## src/rtl/wdiv_pkg.sv

```systemverilog
package wdiv_pkg;

    typedef enum logic [1:0] {
        GEN_0 = 2'd0,
        GEN_1 = 2'd1,
        GEN_2 = 2'd2,
        GEN_3 = 2'd3
    } gen_e;

    typedef enum logic [1:0] {
        ST_IDLE = 2'd0,
        ST_RUN  = 2'd1,
        ST_FIN  = 2'd2
    } state_e;

    typedef struct packed {
        logic n;
        logic z;
        logic v;
        logic c;
    } ccr_t;

    localparam int BYTE_W = 8;

    function automatic ccr_t mk_ccr(input logic n, input logic z,
                                    input logic v, input logic c);
        ccr_t r;
        r.n = n;
        r.z = z;
        r.v = v;
        r.c = c;
        return r;
    endfunction

endpackage

```

## src/rtl/wdiv_prep.sv

```systemverilog
module wdiv_prep #(
    parameter int QW = 16,
    localparam int DW = 2 * QW
) (
    input  logic          is_signed,
    input  logic [DW-1:0] dividend,
    input  logic [QW-1:0] divisor,
    output logic [DW-1:0] dvd_mag,
    output logic [QW-1:0] dvs_mag,
    output logic          dvd_neg,
    output logic          quo_neg,
    output logic          zero_div,
    output logic          abs_ovf
);
    logic dvs_neg;

    always_comb begin
        dvd_neg  = is_signed & dividend[DW-1];
        dvs_neg  = is_signed & divisor[QW-1];
        dvd_mag  = dvd_neg ? (~dividend + 1'b1) : dividend;
        dvs_mag  = dvs_neg ? (~divisor + 1'b1) : divisor;
        quo_neg  = dvd_neg ^ dvs_neg;
        zero_div = (divisor == '0);
        abs_ovf  = (dvd_mag[DW-1:QW] >= dvs_mag);
    end

endmodule

```

## src/rtl/wdiv_core.sv

```systemverilog
module wdiv_core #(
    parameter int QW = 16
) (
    input  logic          clk,
    input  logic          rst,
    input  logic          load,
    input  logic          step,
    input  logic [QW-1:0] hi_in,
    input  logic [QW-1:0] lo_in,
    input  logic [QW-1:0] dvs_in,
    output logic [QW-1:0] quo,
    output logic [QW-1:0] rem
);
    logic [QW-1:0] part_q, shf_q, dvs_q;
    logic          loaded_q;
    logic [QW:0]   trial;
    logic          fits;
    logic [QW-1:0] diff;

    always_comb begin
        trial = {part_q, shf_q[QW-1]};
        fits  = (trial >= {1'b0, dvs_q});
        diff  = trial[QW-1:0] - dvs_q;
    end

    always_ff @(posedge clk) begin
        if (rst) begin
            part_q   <= '0;
            shf_q    <= '0;
            dvs_q    <= '0;
            loaded_q <= 1'b0;
        end else if (load) begin
            part_q   <= hi_in;
            shf_q    <= lo_in;
            dvs_q    <= dvs_in;
            loaded_q <= 1'b1;
        end else if (step) begin
            part_q <= fits ? diff : trial[QW-1:0];
            shf_q  <= {shf_q[QW-2:0], fits};
        end
    end

    assign quo = shf_q;
    assign rem = part_q;

    AST_PARTIAL_BELOW_DIVISOR: assert property (@(posedge clk) disable iff (rst)
        loaded_q |-> (part_q < dvs_q));

endmodule

```

## src/rtl/wdiv_fmt.sv

```systemverilog
module wdiv_fmt
    import wdiv_pkg::*;
#(
    parameter int QW = 16,
    localparam int DW = 2 * QW
) (
    input  gen_e          gen,
    input  logic          is_signed,
    input  logic          zdiv,
    input  logic          abs_ovf,
    input  logic          dvd_msb,
    input  logic          dvd_neg,
    input  logic          quo_neg,
    input  logic [QW-1:0] quo_mag,
    input  logic [QW-1:0] rem_mag,
    input  ccr_t          ccr_in,
    output logic [DW-1:0] result,
    output ccr_t          ccr_out,
    output logic          wr_req
);
    localparam logic [QW-1:0] HALF = {1'b1, {(QW-1){1'b0}}};

    logic [QW-1:0] quo_s, rem_s;
    logic          range_bad, ovf;

    always_comb begin
        quo_s     = quo_neg ? (~quo_mag + 1'b1) : quo_mag;
        rem_s     = dvd_neg ? (~rem_mag + 1'b1) : rem_mag;
        range_bad = quo_neg ? (quo_mag > HALF) : (quo_mag >= HALF);
        ovf       = !zdiv && (abs_ovf || (is_signed && range_bad));
        wr_req    = !zdiv && !ovf;
        result    = {rem_s, quo_s};

        if (zdiv) begin
            if (gen == GEN_1)
                ccr_out = mk_ccr(!is_signed, is_signed, 1'b0, 1'b0);
            else
                ccr_out = mk_ccr(ccr_in.n, ccr_in.z, ccr_in.v, 1'b0);
        end else if (ovf) begin
            case (gen)
                GEN_0: ccr_out = mk_ccr(1'b1, 1'b0, 1'b1, 1'b0);
                GEN_1: begin
                    if (!is_signed)
                        ccr_out = mk_ccr(dvd_msb, 1'b0, 1'b1, 1'b0);
                    else if (abs_ovf)
                        ccr_out = mk_ccr(1'b0, 1'b0, 1'b1, 1'b0);
                    else
                        ccr_out = mk_ccr(quo_mag[BYTE_W-1],
                                         quo_mag[BYTE_W-1:0] == '0, 1'b1, 1'b0);
                end
                GEN_2:   ccr_out = mk_ccr(ccr_in.n, ccr_in.z, 1'b1, 1'b0);
                default: ccr_out = mk_ccr(1'b0, 1'b0, 1'b1, 1'b0);
            endcase
        end else begin
            ccr_out = mk_ccr(quo_s[QW-1], quo_s == '0, 1'b0, 1'b0);
        end
    end

endmodule

```

## src/rtl/wdiv_top.sv

```systemverilog
module wdiv_top
    import wdiv_pkg::*;
#(
    parameter int QW = 16,
    localparam int DW = 2 * QW,
    localparam int CW = $clog2(QW)
) (
    input  logic          clk,
    input  logic          rst,
    input  logic          start,
    input  logic          is_signed,
    input  logic [1:0]    gen_sel,
    input  logic [DW-1:0] dividend,
    input  logic [QW-1:0] divisor,
    input  logic [3:0]    flags_in,
    output logic          done,
    output logic [DW-1:0] result,
    output logic [3:0]    flags_out,
    output logic          wr_en,
    output logic          trap
);
    localparam logic [CW-1:0] LAST = CW'(QW - 1);

    state_e        state_q;
    logic [CW-1:0] cnt_q;
    logic          sgn_q, zdiv_q, absovf_q, dvdneg_q, quoneg_q, msb_q;
    gen_e          gen_q;
    ccr_t          ccr_q, ccr_w;

    logic [DW-1:0] dvd_mag_w;
    logic [QW-1:0] dvs_mag_w, quo_w, rem_w;
    logic          dvd_neg_w, quo_neg_w, zdiv_w, absovf_w;
    logic          accept, early, wr_req_w;

    wdiv_prep #(.QW(QW)) u_prep (
        .is_signed (is_signed),
        .dividend  (dividend),
        .divisor   (divisor),
        .dvd_mag   (dvd_mag_w),
        .dvs_mag   (dvs_mag_w),
        .dvd_neg   (dvd_neg_w),
        .quo_neg   (quo_neg_w),
        .zero_div  (zdiv_w),
        .abs_ovf   (absovf_w)
    );

    assign accept = (state_q == ST_IDLE) && start;
    assign early  = zdiv_w || absovf_w;

    wdiv_core #(.QW(QW)) u_core (
        .clk    (clk),
        .rst    (rst),
        .load   (accept && !early),
        .step   (state_q == ST_RUN),
        .hi_in  (dvd_mag_w[DW-1:QW]),
        .lo_in  (dvd_mag_w[QW-1:0]),
        .dvs_in (dvs_mag_w),
        .quo    (quo_w),
        .rem    (rem_w)
    );

    always_ff @(posedge clk) begin
        if (rst) begin
            state_q  <= ST_IDLE;
            cnt_q    <= '0;
            sgn_q    <= 1'b0;
            zdiv_q   <= 1'b0;
            absovf_q <= 1'b0;
            dvdneg_q <= 1'b0;
            quoneg_q <= 1'b0;
            msb_q    <= 1'b0;
            gen_q    <= GEN_0;
            ccr_q    <= '0;
        end else begin
            case (state_q)
                ST_IDLE: begin
                    if (start) begin
                        sgn_q    <= is_signed;
                        zdiv_q   <= zdiv_w;
                        absovf_q <= absovf_w;
                        dvdneg_q <= dvd_neg_w;
                        quoneg_q <= quo_neg_w;
                        msb_q    <= dividend[DW-1];
                        gen_q    <= gen_e'(gen_sel);
                        ccr_q    <= ccr_t'(flags_in);
                        cnt_q    <= '0;
                        state_q  <= early ? ST_FIN : ST_RUN;
                    end
                end
                ST_RUN: begin
                    cnt_q <= cnt_q + 1'b1;
                    if (cnt_q == LAST)
                        state_q <= ST_FIN;
                end
                default: state_q <= ST_IDLE;
            endcase
        end
    end

    wdiv_fmt #(.QW(QW)) u_fmt (
        .gen       (gen_q),
        .is_signed (sgn_q),
        .zdiv      (zdiv_q),
        .abs_ovf   (absovf_q),
        .dvd_msb   (msb_q),
        .dvd_neg   (dvdneg_q),
        .quo_neg   (quoneg_q),
        .quo_mag   (quo_w),
        .rem_mag   (rem_w),
        .ccr_in    (ccr_q),
        .result    (result),
        .ccr_out   (ccr_w),
        .wr_req    (wr_req_w)
    );

    assign done      = (state_q == ST_FIN);
    assign wr_en     = done && wr_req_w;
    assign trap      = done && zdiv_q;
    assign flags_out = ccr_w;

    AST_DONE_PULSE: assert property (@(posedge clk) disable iff (rst)
        done |=> !done);
    AST_EARLY_DONE: assert property (@(posedge clk) disable iff (rst)
        (accept && (divisor == '0)) |=> (done && trap));
    AST_TRAP_NO_WRITE: assert property (@(posedge clk) disable iff (rst)
        trap |-> !wr_en);
    AST_OVF_NO_WRITE: assert property (@(posedge clk) disable iff (rst)
        (done && !trap && flags_out[1]) |-> !wr_en);
    AST_CARRY_CLEAR: assert property (@(posedge clk) disable iff (rst)
        done |-> !flags_out[0]);
    AST_BUSY_HOLDS: assert property (@(posedge clk) disable iff (rst)
        (state_q == ST_RUN && cnt_q != LAST) |=> (state_q == ST_RUN));

endmodule

```

## config.mk

```make
export PLATFORM = sky130hd
export DESIGN_NAME = wdiv_top
export DESIGN_NICKNAME = d
export VERILOG_FILES = /design/src/rtl/wdiv_pkg.sv /design/src/rtl/wdiv_prep.sv /design/src/rtl/wdiv_core.sv /design/src/rtl/wdiv_fmt.sv /design/src/rtl/wdiv_top.sv
export SDC_FILE = /design/constraint.sdc
export NUM_CORES = 1
export LEC_CHECK = 0
export BUFFER_PORTS_ARGS = -buffer_cell sky130_fd_sc_hd__buf_2
export CAP_MARGIN = 20
export CORE_UTILIZATION = 53
export CTS_CLUSTER_SIZE = 40
export DETAILED_ROUTE_END_ITERATION = 6
export PLACE_DENSITY = 0.78
export SYNTH_ARGS = -nofsm -noshare
export SYNTH_HDL_FRONTEND = slang
export SYNTH_HIERARCHICAL = 1
export SYNTH_SLANG_ARGS = --single-unit
```

## constraint.sdc

```tcl
create_clock -name clk -period 4 [get_ports clk]
set_clock_uncertainty 0.05 [all_clocks]
set_input_delay 0.4 -clock clk [delete_from_list [all_inputs] [get_ports clk]]
set_output_delay 0.4 -clock clk [all_outputs]
set_load 0.03 [all_outputs]
```

# After elaboration in Yosys (flattened, before gate mapping)

Index checks and enable logic that the tools add are counted.

Register bits after elaboration: 65
Output and inout port bits: 39
Logic and storage cells: 84

Add/sub/neg operators: 6
Magnitude comparators: 4
Equal/unequal tests: 7
Muxes and demuxes: 22
Bitwise operators: 7
Reductions and logical operators: 23

Operators with widths:

| cell                                                             | number |
|---|---|
| 16-bit two-way mux                                               | 8 |
| 16-bit by 1-bit adder with 16-bit output (second input constant) | 3 |
| 16-bit inverter                                                  | 3 |
| 32-bit by 1-bit adder with 32-bit output (second input constant) | 1 |
| 16-bit zero test                                                 | 2 |
| 32-bit two-way mux                                               | 1 |
| 32-bit inverter                                                  | 1 |
| 4-bit two-way mux                                                | 6 |
| 17-bit by 16-bit >= comparator with 1-bit output                 | 1 |
| 16-bit >= comparator                                             | 1 |
| 16-bit >= comparator (second input constant)                     | 1 |
| 16-bit > comparator (second input constant)                      | 1 |
| 16-bit subtractor                                                | 1 |
| 4-bit one-hot mux with 3 select lines                            | 1 |
| 8-bit zero test                                                  | 1 |
| 4-bit one-hot mux with 2 select lines                            | 1 |
| 1-bit logical AND                                                | 7 |
| 2-bit two-way mux                                                | 3 |
| 2-bit AND reduction                                              | 3 |
| 4-bit by 1-bit adder with 4-bit output (second input constant)   | 1 |
| 2-bit by 1-bit == test with 1-bit output (second input constant) | 2 |
| 2-bit == test (second input constant)                            | 2 |
| 4-bit == test (second input constant)                            | 1 |
| 1-bit zero test                                                  | 4 |
| other kinds (8)                                                  | 13 |

# Depth between registers and ports, before layout

Gate-level depths: netlist (run 1).

Depth after elaboration: 8
Gate-level depth with buffers: 17
Mapped depth without buffers: 16

# Hierarchy

The synthesis (run 1) kept the hierarchy.

By module, submodules not included:

| module    | times used | cells each | area each (um^2) | sequential area each (um^2) |
|---|---|---|---|---|
| wdiv_core | 1          | 388        | 3060.4           | 960.9 |
| wdiv_prep | 1          | 220        | 1574.0           | 0.0 |
| wdiv_fmt  | 1          | 145        | 930.9            | 0.0 |
| wdiv_top  | 1          | 88         | 875.8            | 360.3 |

# Worst setup path after synthesis (run 1)

OpenSTA, ideal clock, no wires.

Path kind: input to register
Start point: in dividend[13]
End point: reg u_core.dvs_q[12]
Library setup time: 0.128 ns
Arrival: 3.995 ns
Required time: 3.822 ns
Setup slack: -0.172 ns
Cell stages on the path: 15
Path through: or4_4 and4bb_2 buf_2 a41oi_1 xor2_1 ha_1 a21o_1 a221o_1 a2bb2oi_1 o211ai_1 nor3_4 clkbuf_1 clkbuf_1 mux2i_1 nor2_1

Longest elaborated chain between the ends: 7

Ends and longest elaborated chain:

| element                                  | line            | RTL |
|---|---|---|
| start, declared                          | wdiv_top.sv:13  | `input logic [DW-1:0] dividend,` |
| 32-bit inverter                          | wdiv_prep.sv:20 | `dvd_mag = dvd_neg ? (~dividend + 1'b1) : dividend;` |
| 32-bit by 1-bit adder with 32-bit output | wdiv_prep.sv:20 |  |
| 32-bit two-way mux                       | wdiv_prep.sv:20 |  |
| named net dvd_mag_w[22]                  | wdiv_top.sv:30  | `logic [DW-1:0] dvd_mag_w;` |
| 16-bit >= comparator                     | wdiv_prep.sv:24 | `abs_ovf = (dvd_mag[DW-1:QW] >= dvs_mag);` |
| named net absovf_w                       | wdiv_top.sv:32  | `logic dvd_neg_w, quo_neg_w, zdiv_w, absovf_w;` |
| 1-bit logical OR                         | wdiv_top.sv:48  | `assign early = zdiv_w \|\| absovf_w;` |
| 1-bit zero test                          | wdiv_top.sv:53  | `.load (accept && !early),` |
| 1-bit logical AND                        | wdiv_top.sv:53  |  |
| end signal, assigned                     | wdiv_core.sv:35 | `dvs_q <= dvs_in;` |
| end, declared                            | wdiv_core.sv:14 | `logic [QW-1:0] part_q, shf_q, dvs_q;` |

The timed path passes the listed nets, and every way through them passes these cells.
A chain may end at the register's enable or synchronous reset.

# Worst setup path after layout (run 1)

Start point: in dividend[13]
End point: reg u_core.part_q[12] (netlist: u_core/rem[12])

Longest elaborated chain between the ends: 8
Elaborated cells on any way between the ends: 9
Classes of those cells: 1 x add/sub; 1 x order compare; 2 x mux; 1 x bitwise; 4 x reduce/logical

Ends and longest elaborated chain:

| element                                                  | line            | RTL |
|---|---|---|
| 32-bit inverter *                                        | wdiv_prep.sv:20 |  |
| 32-bit by 1-bit adder with 32-bit output *               | wdiv_prep.sv:20 |  |
| 32-bit two-way mux *                                     | wdiv_prep.sv:20 |  |
| named net dvd_mag_w[22]                                  | wdiv_top.sv:30  |  |
| 16-bit >= comparator *                                   | wdiv_prep.sv:24 |  |
| named net absovf_w                                       | wdiv_top.sv:32  |  |
| 1-bit logical OR *                                       | wdiv_top.sv:48  |  |
| 1-bit zero test *                                        | wdiv_top.sv:53  |  |
| 1-bit logical AND *                                      | wdiv_top.sv:53  |  |
| 16-bit two-way mux or 2-bit nonzero test (tied branches) | -               |  |
| end signal, assigned                                     | wdiv_core.sv:33 | `part_q <= hi_in;` |
| end signal, assigned                                     | wdiv_core.sv:38 | `part_q <= fits ? diff : trial[QW-1:0];` |
| end, declared                                            | wdiv_core.sv:14 |  |

The timed path passes the listed nets; every way through them passes the cells marked *.

==> results of run 1 <==
## cell type report
| type | instances | area, um2 | area share (%) |
|---|---|---|---|
| multi-input cells | 679 | 4687 | 63.07 |
| flip-flops and latches | 65 | 1301 | 17.51 |
| repair buffers | 130 | 778.2 | 10.47 |
| clock buffers | 10 | 239.0 | 3.216 |
| inverters | 48 | 180.2 | 2.425 |
| well taps | 143 | 178.9 | 2.408 |
| clock inverters | 6 | 66.31 | 0.8924 |
## sequential cells by signal (all words and copies together) (netlist names), 2 cells and up
| name | flops |
|---|---|
| u_core/dvs_q | 16 |
| state_q | 2 |
| gen_q | 2 |
| cnt_q | 4 |
| u_core/rem | 16 |
| ccr_q | 3 |
| u_core/quo | 16 |
## per-layer routing
| metal | up-vias | wire length, um | global-route usage, % |
|---|---|---|---|
| met5 | - | 0 | 0 |
| met4 | 0 | 257 | 8.288 |
| met3 | 22 | 1384 | 4.192 |
| met2 | 242 | 7851 | 44.93 |
| met1 | 2999 | 8025 | 39.24 |
| li1 | 3180 | - | - |
## cell usage in the layout, fill, tap and decap left out, drive strengths merged, types with 32 or more instances in the layout
cell type / instances
buf: 130
nand2: 81
o21ai: 35
dfxtp: 65
a21oi: 67
xnor2: 58
xor2: 32
inv: 49
mux2i: 35
nor2: 97
ha: 37
## final timing paths
path,cells past startpoint,end,from,slack (ns)
max,16,u_core/rem[12],dividend[13],0.24
max reg2reg,8,u_core/rem[10],u_core/rem[11],1.02
min reg2reg,2,msb_q,msb_q,0.44
min,3,ccr_q[3],flags_in[3],0.26
## where the power goes
part / switching (mW) / internal, mW / leakage (nW)
sequential: 0.147 / 0.734 / 0.532
combinational: 1.25 / 0.797 / 2.48
clock: 0.305 / 0.500 / 0.141
total: 1.70 / 2.03 / 3.15
## critical path: stages
cell	delay, ns
buf_2	0.11
or4_4	0.54
and4bb_2	0.39
a41oi_1	0.15
xor2_1	0.24
ha_1	0.28
a21o_1	0.18
a221o_1	0.34
a2bb2oi_1	0.13
o211ai_1	0.18
nor3_4	0.26
buf_4	0.25
nand2_1	0.09
o21ai_0	0.11
a21oi_1	0.06
a211oi_1	0.25
## per-stage QoR
| stage | setup TNS (ns) | instances | setup slack [ns] |
|---|---|---|---|
| after floorplan | 0 | 837 | 0.01793 |
| after global placement | -0.0004672 | 1065 | -0.0004672 |
| after detailed placement | -0.5919 | 1065 | -0.06575 |
| after CTS | 0 | 1081 | 0.2499 |
| after global routing | 0 | 1081 | 0.03128 |
| final | 0 | 1081 | 0.2416 |
==> key figures, run 1 <==
Outcome
  • Status: finished, violations left
  • Failing checks: DRC

Routing
  • Pre-Repair DR Iteration Count: 7
  • WL final: 17.52 mm
  • Antenna Violating Nets Remaining: 0
  • Per-cell routed wire length: 16.21 um
  • Drc violations: 4
  • DR iter-0 viols: 535
  • Via count: 6,443
  • DR vias/cell: 5.960

Logic synthesis
  • Ys Warns: 6
  • Post-Syn Instances: 837
  • Post-synth net total: 933
  • Cell Area, Synth: 0.006397 mm2
  • Synthesized area per cell: 7.643 um2

Clock network
  • Setup repair bufs after CTS: 0
  • CTS tree: built
  • CTS Root Cell: clkbuf_16
  • Htree depth: 3
  • CTS Buffer Depth: 2
  • Clk sinks: 65
  • Clock-pin transition on the worst setup and hold timing paths: 0.06 ns
  • Post-CTS resize count: 0
  • TritonCTS Buffers: 9
  • Hold-fix buffers, CTS: 0
  • Worst skew pair latency: 0.33 ns

Floorplan
  • Core ar.: 0.01161 mm2
  • Die height: 111.9 um
  • Die X: 111.9 um
  • Top-Level Pins: 97
  • Starting density of the core: 55.09%
  • Die area: 0.01251 mm2
  • Core Rows: 39

Power
  • Power Total: 3.729 mW
  • Leak: 3.151 nW
  • P per Cell Area: 501.8 mW/mm2
  • Max VDD drop: 0.2069 mV

Global route
  • First-pass GRT wire length: 28.76 mm
  • Largest net degree at the start of global routing: 43
  • Grt total ovfl: 0
  • Initial antenna violation count: 0
  • Number of global-route vias before repair: 5,807
  • Total track usage: 28.19%

Place
  • Hpwl dp: 13.42 mm
  • Placer Congestion: 0.9002
  • Port Buf Inserts: 94
  • Post-place instance area: 0.007119 mm2

Layout
  • Ant. Diodes: 0
  • Layout cells sized above 1: 20.36%
  • Final non-filler cell area: 0.007431 mm2
  • Post-Route Utilization: 63.98%
  • Final #Nets: 1,029
  • Fillers: 1,039
  • Area Growth Syn to Fin: 16.15%

Critical path
  • Critical path class: in2reg
  • Worst EP arrival: 3.96 ns
  • CP Max Fanout: 14
  • Crit path launch type: input port
  • Worst setup EP type: register
  • CP required: 4.20 ns

Timing
  • Hold slack final: 0.2580 ns
  • Fin crit period: 3.758 ns
  • Unrepaired setup endpoints after global routing: no
  • Final setup viols: 0
  • Max Fclk: 0.2661 GHz
  • Max-Slew Margin vs Limit: 41.53%
  • Slew Limit Fails: 0
  • Final hold vios: 0
  • Worst slew pin tran: 0.8771 ns
  • Ratio of final minimum period to clock period: 93.96%

Run
  • Max-cap violations: 0

Min path
  • HP Class: in2reg
Power figures use the tool's default switching activity.
==> inputs of run 2 (changes only) <==
- ABC_AREA: unset -> 1
- CORE_UTILIZATION: 53 -> 54
- PLACE_DENSITY: 0.78 -> 0.79
==> key figures, run 2 <==
Global route
  • Number of global-route vias before repair: 6,658 (+15%)
  • Total track usage: 29.02% (+0.83 points)
  • Largest net degree at the start of global routing: 42 (-2.3%)
  • Initial antenna violation count: 0 (unchanged)
  • Met1 Usage GRT: 38.14% (-1.1 points)
  • Most Crowded Layer GR: met2
  • Grt total ovfl: 0 (unchanged)
  • First-pass GRT wire length: 30.68 mm (+6.7%)
  • Met3 usage: 4.079% (-0.11 points)
  • Grt met2 use: 49.18% (+4.3 points)

Clock network
  • TritonCTS Buffers: 9 (unchanged)
  • Post-CTS resize count: 0 (unchanged)
  • CTS Root Cell: clkbuf_16
  • Hold-fix buffers, CTS: 0 (unchanged)
  • Worst skew pair latency: 0.33 ns (about the same)
  • Clock-pin transition on the worst setup and hold timing paths: 0.05 ns (about the same)
  • Clk sinks: 65 (unchanged)
  • Htree depth: 3 (unchanged)
  • CTS tree: built
  • CTS Buffer Depth: 2 (unchanged)
  • Setup repair bufs after CTS: 0 (unchanged)

Place
  • Post-place instance area: 0.007506 mm2 (+5.4%)
  • Post-placement setup slack: 0.2430 ns (+0.3087 ns)
  • Placer Congestion: 0.9595 (+6.6%)
  • Hpwl dp: 14.61 mm (+8.9%)
  • Port Buf Inserts: 94 (unchanged)

Layout
  • Area Growth Syn to Fin: 11.86%
  • Layout cells sized above 1: 16.90% (-3.5 points)
  • Most common cell after layout, fill and taps aside: nand2_1
  • Final #Nets: 1,351 (+31%)
  • Most frequent cells in the layout: nand2_1 (309), inv_1 (177), nor2_1 (155)
  • Ant. Diodes: 0 (unchanged)
  • Final non-filler cell area: 0.007815 mm2 (+5.2%)

Min path
  • HP Start: gen_sel[1]
  • HP Class: in2reg
  • Hold path depth: 3 (unchanged)

Critical path
  • CP required: 4.15 ns (-0.05 ns)
  • Crit path from: is_signed
  • Worst EP arrival: 3.68 ns (-0.28 ns)
  • CP Max Fanout: 29 (+15)
  • Worst setup EP type: register
  • Worst reg2reg startpoint: state_q[1]
  • Crit path launch type: input port
  • Worst R2R Path Depth: 12 (+4)
  • Critical path class: in2reg

Routing
  • DR vias/cell: 5.244 (-12%)
  • WL final: 18.59 mm (+6.1%)
  • DR iter-0 viols: 643 (+20%)
  • Pre-Repair DR Iteration Count: 6 (-1)
  • Per-cell routed wire length: 12.98 um (-20%)
  • Antenna Violating Nets Remaining: 0 (unchanged)
  • Drc violations: 0 (-4)
  • Via count: 7,510 (+17%)

Logic synthesis
  • Cell Area, Synth: 0.006987 mm2 (+9.2%)
  • Post-synth net total: 1,273 (+36%)
  • Synthesized area per cell: 5.936 um2 (-22%)
  • Post-Syn Instances: 1,177 (+41%)
  • Ys Warns: 6 (unchanged)

Timing
  • Unrepaired setup endpoints after global routing: no
  • Slew Limit Fails: 0 (unchanged)
  • Final hold vios: 0 (unchanged)
  • Setup TNS: 0 ns (unchanged)
  • Fin crit period: 3.534 ns (-0.2248 ns)
  • Ratio of final minimum period to clock period: 88.34% (-5.6 points)
  • Worst slew pin tran: 0.8329 ns (-0.04419 ns)
  • Max Fclk: 0.2830 GHz (+6.4%)
  • Max-Slew Margin vs Limit: 44.41% (+2.9 points)
  • Final setup margin: 0.4664 ns (+0.2248 ns)
  • Final setup viols: 0 (unchanged)

Power
  • Combinational power share: 63.0% (+8.2 points)
  • Clock group share of total power: 17.2% (-4.4 points)
  • Switch Pwr: 2.389 mW (+41%)
  • Leak: 4.214 nW (+34%)
  • Internal: 2.292 mW (+13%)
  • Sequential share of power: 19.8% (-3.8 points)
  • P per Cell Area: 599.0 mW/mm2 (+19%)
  • Power Total: 4.682 mW (+26%)
  • Switching Share: 51.03% (+5.5 points)
  • Max VDD drop: 0.3759 mV (+82%)

Floorplan
  • Top-Level Pins: 97 (unchanged)
  • Core Rows: 41 (+5.1%)
  • Die height: 115.7 um (+3.5%)
  • Die area: 0.01340 mm2 (+7.1%)
  • Core ar.: 0.01262 mm2 (+8.7%)
  • Die X: 115.7 um (+3.5%)
  • Starting density of the core: 55.36% (+0.28 points)

Outcome
  • Status: completed

Run
  • Max-cap violations: 0 (unchanged)
run 2: cell count changes in the layout (fill, tap and decap cells not counted), sizes merged, moves of 13 or more:
cell | previous run | this run
nand2 | 81 | 342
inv | 49 | 189
nor2 | 97 | 179
nand3 | 19 | 87
o21ai | 35 | 77
xnor2 | 58 | 18
mux2i | 35 | 0
buf | 130 | 101
o31ai | 14 | 0
nor3 | 24 | 11
run 2: area by class of cell:
type | count | area, um2
tap | 172 | 215.2
fill | 1258 | 4805
sequential | 65 | 1301
inverter | 189 | 711.9
clock buffer | 14 | 274.0
clock inverter | 2 | 35.03
timing repair buffer | 101 | 535.5
multi-input combinational | 889 | 4742
run 2: power groups by stage:
stage          registers [mW]  clock network (mW)  logic, mW
2_1_floorplan           0.872                   0       2.42
3_3_place_gp            0.930                   0       2.83
3_5_place_dp            0.934                   0       2.88
4_1_cts                 0.921               0.815       2.90
5_1_grt                 0.946               0.852       3.28
6_report                0.925               0.807       2.95
run 2: worst max-delay path, cell delays in order:
cell	delay, ns
buf_2	0.19
nand2_4	0.14
inv_4	0.29
o21ai_0	0.19
nand4_1	0.12
nand2_1	0.13
ha_1	0.34
a21oi_1	0.16
nor2_1	0.05
nor3_1	0.12
nand2_1	0.07
nand2_1	0.06
nand2_1	0.12
nor2_1	0.17
nand2_1	0.10
inv_1	0.13
inv_1	0.10
nand2_1	0.08
inv_1	0.25
nand2_1	0.26
nand2_1	0.07
nand2_1	0.06
a21oi_1	0.05
run 2: path summary, 6_finish.rpt:
check / end / slack [ns]
worst max-delay path: u_core/rem[11] / 0.47
worst min-delay path: gen_q[1] / 0.26
worst max register to register: u_core/rem[11] / 1.67
worst min register to register: u_core/dvs_q[8] / 0.41
run 2: routing by layer:
metal,vias to the layer above,share of wire [%]
li1,3858,-
met1,3325,46
met2,296,45
met3,31,7.5
met4,0,1.8
met5,-,0
run 2: metrics by stage:
stage	cells	util (%)	hold slack [ns]
6_report	1432	61.93	0.2650
5_1_grt	1432	61.93	0.2820
4_1_cts	1432	61.93	0.2638
3_5_place_dp	1416	59.48	0.4078
3_3_place_gp	1416	59.48	0.4014
2_1_floorplan	1177	-	0.3831
